## config.mk

```make
export PLATFORM = sky130hd
export DESIGN_NAME = cardclk_cfg
export DESIGN_NICKNAME = d
export VERILOG_FILES = /design/src/rtl/cardclk_pkg.sv /design/src/rtl/cardclk_divider.sv /design/src/rtl/cardclk_field.sv /design/src/rtl/cardclk_cfg.sv
export SDC_FILE = /design/constraint.sdc
export NUM_CORES = 1
export LEC_CHECK = 0
export BUFFER_PORTS_ARGS = -buffer_cell sky130_fd_sc_hd__clkbuf_2
export CAP_MARGIN = 30
export CORE_ASPECT_RATIO = 1.1
export CORE_MARGIN = 2
export CORE_UTILIZATION = 40
export DETAILED_ROUTE_END_ITERATION = 10
export SLEW_MARGIN = 0
export SYNTH_ARGS = -nofsm -noshare
export SYNTH_HDL_FRONTEND = slang
export SYNTH_HIERARCHICAL = 1
export SYNTH_SLANG_ARGS = --single-unit
```

## constraint.sdc

```tcl
create_clock -name clk -period 4.6 [get_ports clk]
set_input_delay 1.15 -clock clk [delete_from_list [all_inputs] [get_ports clk]]
set_output_delay 1.15 -clock clk [all_outputs]
set_load 0.02 [all_outputs]
```

## src/rtl/cardclk_pkg.sv

```systemverilog
package cardclk_pkg;

  // source select codes held in bits [9:8] of the control word
  localparam logic [1:0] SRC_CODEC = 2'd0;
  localparam logic [1:0] SRC_GPLL  = 2'd1;
  localparam logic [1:0] SRC_OSC   = 2'd2;
  localparam logic [1:0] SRC_PHY   = 2'd3;

  // control word field placement
  localparam int DIVF_LSB = 0;
  localparam int DIVF_W   = 8;
  localparam int SELF_LSB = 8;
  localparam int SELF_W   = 2;
  localparam int LOW_W    = SELF_LSB + SELF_W;

  // largest ratio accepted from the PLL before falling back
  localparam int PLL_RATIO_MAX = 127;

  typedef enum logic {
    OP_SET_RATE = 1'b0,
    OP_WR_WORD  = 1'b1
  } op_e;

  typedef enum logic [2:0] {
    ST_IDLE,
    ST_DIV_PLL,
    ST_DIV_OSC,
    ST_READBACK
  } state_e;

endpackage

```

## src/rtl/cardclk_divider.sv

```systemverilog
module cardclk_divider #(
  parameter int W = 32
) (
  input  logic         clk,
  input  logic         rst,
  input  logic         start,
  input  logic [W-1:0] dividend,
  input  logic [W-1:0] divisor,
  output logic         done,
  output logic [W-1:0] quotient
);

  localparam int CW = $clog2(W + 1);

  logic [W-1:0]  rem_q, quo_q, sor_q;
  logic [CW-1:0] cnt_q;
  logic          run_q, done_q;
  logic [W:0]    shifted;
  logic [W:0]    diff;

  always_comb begin
    shifted = {rem_q, quo_q[W-1]};
    diff    = shifted - {1'b0, sor_q};
  end

  always_ff @(posedge clk) begin
    if (rst) begin
      rem_q  <= '0;
      quo_q  <= '0;
      sor_q  <= '0;
      cnt_q  <= '0;
      run_q  <= 1'b0;
      done_q <= 1'b0;
    end else begin
      done_q <= 1'b0;
      if (start) begin
        rem_q <= '0;
        quo_q <= dividend;
        sor_q <= divisor;
        cnt_q <= CW'(W);
        run_q <= 1'b1;
      end else if (run_q) begin
        if (!diff[W]) begin
          rem_q <= diff[W-1:0];
          quo_q <= {quo_q[W-2:0], 1'b1};
        end else begin
          rem_q <= shifted[W-1:0];
          quo_q <= {quo_q[W-2:0], 1'b0};
        end
        cnt_q <= cnt_q - CW'(1);
        if (cnt_q == CW'(1)) begin
          run_q  <= 1'b0;
          done_q <= 1'b1;
        end
      end
    end
  end

  assign done     = done_q;
  assign quotient = quo_q;

  // the divider completion is a single-cycle pulse
  assert_div_pulse_R8: assert property (@(posedge clk) disable iff (rst)
    done_q |=> !done_q);

  // the sequencer never launches a division by zero
  assert_div_nonzero_R6: assert property (@(posedge clk) disable iff (rst)
    start |-> (divisor != '0));

endmodule

```

## src/rtl/cardclk_field.sv

```systemverilog
module cardclk_field
  import cardclk_pkg::*;
#(
  parameter int          WORD_W = 32,
  parameter int          RATE_W = 32,
  parameter logic [31:0] PLL_HZ = 32'd491_520_000,
  parameter logic [31:0] OSC_HZ = 32'd24_000_000
) (
  input  logic [WORD_W-1:0] base_word,
  input  logic [1:0]        pack_sel,
  input  logic [RATE_W-1:0] pack_ratio,
  output logic [WORD_W-1:0] packed_word,
  input  logic [WORD_W-1:0] dec_word,
  output logic [RATE_W-1:0] dec_src_hz,
  output logic [RATE_W-1:0] dec_divisor
);

  logic [RATE_W-1:0] ratio_m1;
  logic [1:0]        dec_sel;
  logic [DIVF_W-1:0] dec_field;

  always_comb begin
    ratio_m1    = pack_ratio - RATE_W'(1);
    packed_word = base_word;
    packed_word[SELF_LSB +: SELF_W] = pack_sel;
    packed_word[DIVF_LSB +: DIVF_W] = ratio_m1[DIVF_W-1:0];
  end

  always_comb begin
    dec_sel     = dec_word[SELF_LSB +: SELF_W];
    dec_field   = dec_word[DIVF_LSB +: DIVF_W];
    dec_divisor = RATE_W'(dec_field) + RATE_W'(1);
    dec_src_hz  = (dec_sel == SRC_OSC) ? RATE_W'(OSC_HZ) : RATE_W'(PLL_HZ);
  end

endmodule

```

## src/rtl/cardclk_cfg.sv

```systemverilog
module cardclk_cfg
  import cardclk_pkg::*;
#(
  parameter int          WORD_W     = 32,
  parameter int          RATE_W     = 32,
  parameter logic [31:0] PLL_HZ     = 32'd491_520_000,
  parameter logic [31:0] OSC_HZ     = 32'd24_000_000,
  parameter logic [31:0] RESET_WORD = 32'hA5A5_0000
) (
  input  logic              clk,
  input  logic              rst,
  input  logic              req_valid,
  input  logic              req_op,
  input  logic [RATE_W-1:0] req_target_hz,
  input  logic [WORD_W-1:0] req_word,
  output logic              busy,
  output logic              done,
  output logic              err,
  output logic [WORD_W-1:0] ctrl_word,
  output logic [RATE_W-1:0] rate_hz
);

  localparam int OSC_RATIO_MAX = 1 << DIVF_W;

  state_e            state_q, state_d;
  logic [WORD_W-1:0] word_q, word_d, pend_q, pend_d;
  logic [RATE_W-1:0] rate_q, rate_d, tgt_q, tgt_d;
  logic              done_q, done_d, err_q, err_d, set_q, set_d;

  logic              div_start, div_done;
  logic [RATE_W-1:0] div_dend, div_sor, div_quo;

  logic [1:0]        pack_sel;
  logic [WORD_W-1:0] packed_word, dec_word;
  logic [RATE_W-1:0] dec_src_hz, dec_divisor;

  assign pack_sel = (state_q == ST_DIV_OSC) ? SRC_OSC : SRC_GPLL;
  assign dec_word = (state_q == ST_IDLE) ? req_word : packed_word;

  cardclk_field #(
    .WORD_W (WORD_W),
    .RATE_W (RATE_W),
    .PLL_HZ (PLL_HZ),
    .OSC_HZ (OSC_HZ)
  ) u_field (
    .base_word   (word_q),
    .pack_sel    (pack_sel),
    .pack_ratio  (div_quo),
    .packed_word (packed_word),
    .dec_word    (dec_word),
    .dec_src_hz  (dec_src_hz),
    .dec_divisor (dec_divisor)
  );

  cardclk_divider #(.W(RATE_W)) u_div (
    .clk      (clk),
    .rst      (rst),
    .start    (div_start),
    .dividend (div_dend),
    .divisor  (div_sor),
    .done     (div_done),
    .quotient (div_quo)
  );

  always_comb begin
    state_d   = state_q;
    word_d    = word_q;
    pend_d    = pend_q;
    rate_d    = rate_q;
    tgt_d     = tgt_q;
    set_d     = set_q;
    done_d    = 1'b0;
    err_d     = err_q;
    div_start = 1'b0;
    div_dend  = dec_src_hz;
    div_sor   = dec_divisor;
    unique case (state_q)
      ST_IDLE: begin
        if (req_valid) begin
          err_d = 1'b0;
          if (op_e'(req_op) == OP_SET_RATE) begin
            set_d = 1'b1;
            if (req_target_hz == '0) begin
              done_d = 1'b1;
              err_d  = 1'b1;
            end else begin
              tgt_d     = req_target_hz;
              div_start = 1'b1;
              div_dend  = RATE_W'(PLL_HZ);
              div_sor   = req_target_hz;
              state_d   = ST_DIV_PLL;
            end
          end else begin
            set_d     = 1'b0;
            pend_d    = req_word;
            div_start = 1'b1;
            state_d   = ST_READBACK;
          end
        end
      end
      ST_DIV_PLL: begin
        if (div_done) begin
          if (div_quo > RATE_W'(PLL_RATIO_MAX)) begin
            div_start = 1'b1;
            div_dend  = RATE_W'(OSC_HZ);
            div_sor   = tgt_q;
            state_d   = ST_DIV_OSC;
          end else if (div_quo == '0) begin
            done_d  = 1'b1;
            err_d   = 1'b1;
            state_d = ST_IDLE;
          end else begin
            pend_d    = packed_word;
            div_start = 1'b1;
            state_d   = ST_READBACK;
          end
        end
      end
      ST_DIV_OSC: begin
        if (div_done) begin
          if (div_quo > RATE_W'(OSC_RATIO_MAX) || div_quo == '0) begin
            done_d  = 1'b1;
            err_d   = 1'b1;
            state_d = ST_IDLE;
          end else begin
            pend_d    = packed_word;
            div_start = 1'b1;
            state_d   = ST_READBACK;
          end
        end
      end
      ST_READBACK: begin
        if (div_done) begin
          word_d  = pend_q;
          rate_d  = div_quo;
          done_d  = 1'b1;
          state_d = ST_IDLE;
        end
      end
      default: state_d = ST_IDLE;
    endcase
  end

  always_ff @(posedge clk) begin
    if (rst) begin
      state_q <= ST_IDLE;
      word_q  <= WORD_W'(RESET_WORD);
      pend_q  <= '0;
      rate_q  <= '0;
      tgt_q   <= '0;
      set_q   <= 1'b0;
      done_q  <= 1'b0;
      err_q   <= 1'b0;
    end else begin
      state_q <= state_d;
      word_q  <= word_d;
      pend_q  <= pend_d;
      rate_q  <= rate_d;
      tgt_q   <= tgt_d;
      set_q   <= set_d;
      done_q  <= done_d;
      err_q   <= err_d;
    end
  end

  assign busy      = (state_q != ST_IDLE);
  assign done      = done_q;
  assign err       = err_q;
  assign ctrl_word = word_q;
  assign rate_hz   = rate_q;

  // outside a completion the word and rate hold
  assert_word_hold_R8: assert property (@(posedge clk) disable iff (rst)
    !done |=> $stable(ctrl_word) || done);

  assert_rate_hold_R8: assert property (@(posedge clk) disable iff (rst)
    !done |=> $stable(rate_hz) || done);

  // a rejection never alters the word
  assert_err_keeps_word_R5: assert property (@(posedge clk) disable iff (rst)
    (done && err) |-> $stable(ctrl_word));

  // completion always leaves the block idle
  assert_done_idle_R9: assert property (@(posedge clk) disable iff (rst)
    done |-> !busy);

  // a rate-derived word only ever selects the PLL or the oscillator
  assert_set_source_R2: assert property (@(posedge clk) disable iff (rst)
    (done && !err && set_q) |->
      (ctrl_word[SELF_LSB +: SELF_W] == SRC_GPLL ||
       ctrl_word[SELF_LSB +: SELF_W] == SRC_OSC));

  // upper bits survive a rate-derived update
  assert_upper_kept_R4: assert property (@(posedge clk) disable iff (rst)
    (done && !err && set_q) |->
      (ctrl_word[WORD_W-1:LOW_W] == $past(ctrl_word[WORD_W-1:LOW_W])));

endmodule

```

==> run summary <==
detailed-routing iteration count for the pre-antenna-repair pass = 5
period utilization = 73.2%
transition at the pin with the smallest max-transition slack = 946 ps
launching instance or port of the critical path = req_target_hz[19]
proportion of layout cells with a drive suffix above 1 = 15.7%
required time of the critical path = 5070 ps
area of the die = 0.0351 mm^2
hold buffers post-CTS = 0
total leakage power = 6.24 nW
global placer's final weighted congestion = 0.883
Mean Syn Cell Area = 8.02 um^2
antenna violations before repair = 1
height of the chip = 196 um
DRC viols = 0
largest buffer count on any clock path = 3
startpoint of the worst register-to-register path = u_div/quotient[31]$_SDFFE_PP0P_
Reg clk slew, reported paths = 60 ps
CP startpoint kind = input port
post-layout total power = 0.0112 W
clock tree from TritonCTS = done
signed area change from the synthesized netlist to the final layout = 11.3%
startpoint of the lowest-slack hold path = pend_q[2]$_SDFFE_PP0P_
Final Critical Period = 3370 ps
latest clock arrival within the worst-skew pair = 570 ps
grt total ovfl = 0
WS Path Type = input port to flip-flop
number of I/O port buffers = 134
worst-case setup margin in the final layout = 1230 ps
largest net degree at the start of global routing = 104
global router's overall resource usage = 20.0%
Achievable Freq = 297 MHz
power density over the cells = 747 mW/mm^2
Worst slew margin = 36.8%
cell count after synthesis = 1678
minimum setup slack after placement = 742 ps
Final nets = 1823
number of buffers inserted by post-CTS setup repair = 0
detailed-route wire length per cell = 16.5 um
placeable core area = 0.0332 mm^2
Detailed Route Iter0 Violations = 692
die outline width = 179 um
Inst Count DP = 2115
via count of the first global-routing pass = 11300
Setup Viol. Count Final = 0
clock sinks = 236
critical path peak fanout = 46
arrival time worst endpoint = 3840 ps
CTS HTree Levels = 1
maximum capacitance violations = 0
Yosys Warn Count = 6
number of buffers added by the clock tree synthesis step = 28
result of the run = completed
category of the worst setup path capture point = flip-flop
detailed-route wire length = 35.8 mm
worst min-delay path class = flip-flop to flip-flop
cells resized by post-CTS repair = 0
overall via count from detail_route = 11700
Post-Layout Cell Count = 2166
first-pass GRT wire length = 57.5 mm
setup_tns = 0 ps
Top Ports = 135
Initial Util = 40.5%
unrepaired setup endpoints after global routing = no
number of routed nets with antenna violations = 0
HPWL reported at the end of detailed placement = 24.2 mm
final hold violations = 0
VDD IR-drop max = 537 uV
Setup Skew = 35.1 ps
Post-Synthesis Cell Area = 0.0135 mm^2
post-detailed-route via-to-cell ratio = 5.39
cell chosen for the clock root = clkbuf_16
max-slew violation count = 0
number of standard-cell rows in the floorplan = 70
==> cell type report <==
| cell class | instances | area [um^2] |
|---|---|---|
| fillers | 3307 | 18200 |
| repair buffers | 160 | 912 |
| clock buffers | 40 | 816 |
| diodes | 1 | 2.50 |
| well taps | 432 | 541 |
| multi-input cells | 1236 | 7650 |
| inverters | 51 | 191 |
| flip-flops and latches | 236 | 4730 |
| clock inverters | 10 | 141 |
==> stage by stage <==
stage	hold slack, ps	util [%]	area, um^2
finish	451	45.1	15000
global route	473	45.1	15000
CTS	454	45.1	15000
detailed placement	444	42.3	14000
global placement	438	42.1	14000
floorplan	431	-	13600
==> power breakdown <==
| part | internal (W) | switching, W |
|---|---|---|
| Sequential | 0.00242 | 0.000341 |
| Clock | 0.00139 | 0.000897 |
| Combinational | 0.00265 | 0.00349 |
| Total | 0.00646 | 0.00472 |
==> per-layer routing <==
| layer | GRT usage [%] | vias up | routed length, um |
|---|---|---|---|
| met5 | 0 | - | 0 |
| met4 | 5.75 | 0 | 984 |
| met3 | 2.35 | 51 | 1690 |
| met2 | 32.5 | 285 | 16100 |
| met1 | 27.8 | 5526 | 17100 |
| li1 | - | 5803 | - |
==> final timing paths <==
path	endpoint	slack (ps)	depth (start not counted)
min	ctrl_word[2]$_SDFFE_PP0P_	450	2
max	u_div/cnt_q[1]$_SDFFE_PP0P_	1230	8
max reg2reg	u_div/rem_q[6]$_SDFFE_PP0P_	1240	14
min reg2reg	ctrl_word[2]$_SDFFE_PP0P_	450	2
==> cells in the final DEF (no fill, tap or decap), types with 5 or more instances in the layout <==
master,instances
a21o_1,59
xnor2_1,23
nor2_1,139
xor2_1,19
mux2i_1,90
and2_1,22
clkbuf_16,28
nor3_1,39
nor4_1,48
dfxtp_1,235
clkbuf_8,7
o21ai_1,9
o21a_1,8
nor2b_1,6
or3_1,6
conb_1,46
nand2_1,242
ha_1,41
nand3_1,25
nand4_1,12
a31oi_1,38
clkbuf_2,133
a22o_1,32
inv_1,51
mux2_2,42
o21ai_0,38
clkbuf_1,5
nand2b_1,5
buf_4,23
a21oi_1,177
==> sequential cells by signal (all words and copies together) (netlist names) <==
signal and count:
u_div/sor_q 32, done 1, u_div/quotient 32, ctrl_word 32, rate_hz 32, u_div/done 1, tgt_q 32, pend_q 32
u_div/cnt_q 6, u_div/run_q 1, state_q 2, err 1, u_div/rem_q 32
==> worst max-delay path, cell delays in order <==
cell       delay (ps)
clkbuf_2          100
nor4_1            680
nand4_1           370
nor3_1            460
o2bb2ai_4         110
buf_4             300
or2_2             430
a211oi_1          220
No activity file was read; power rests on OpenSTA's default activity.
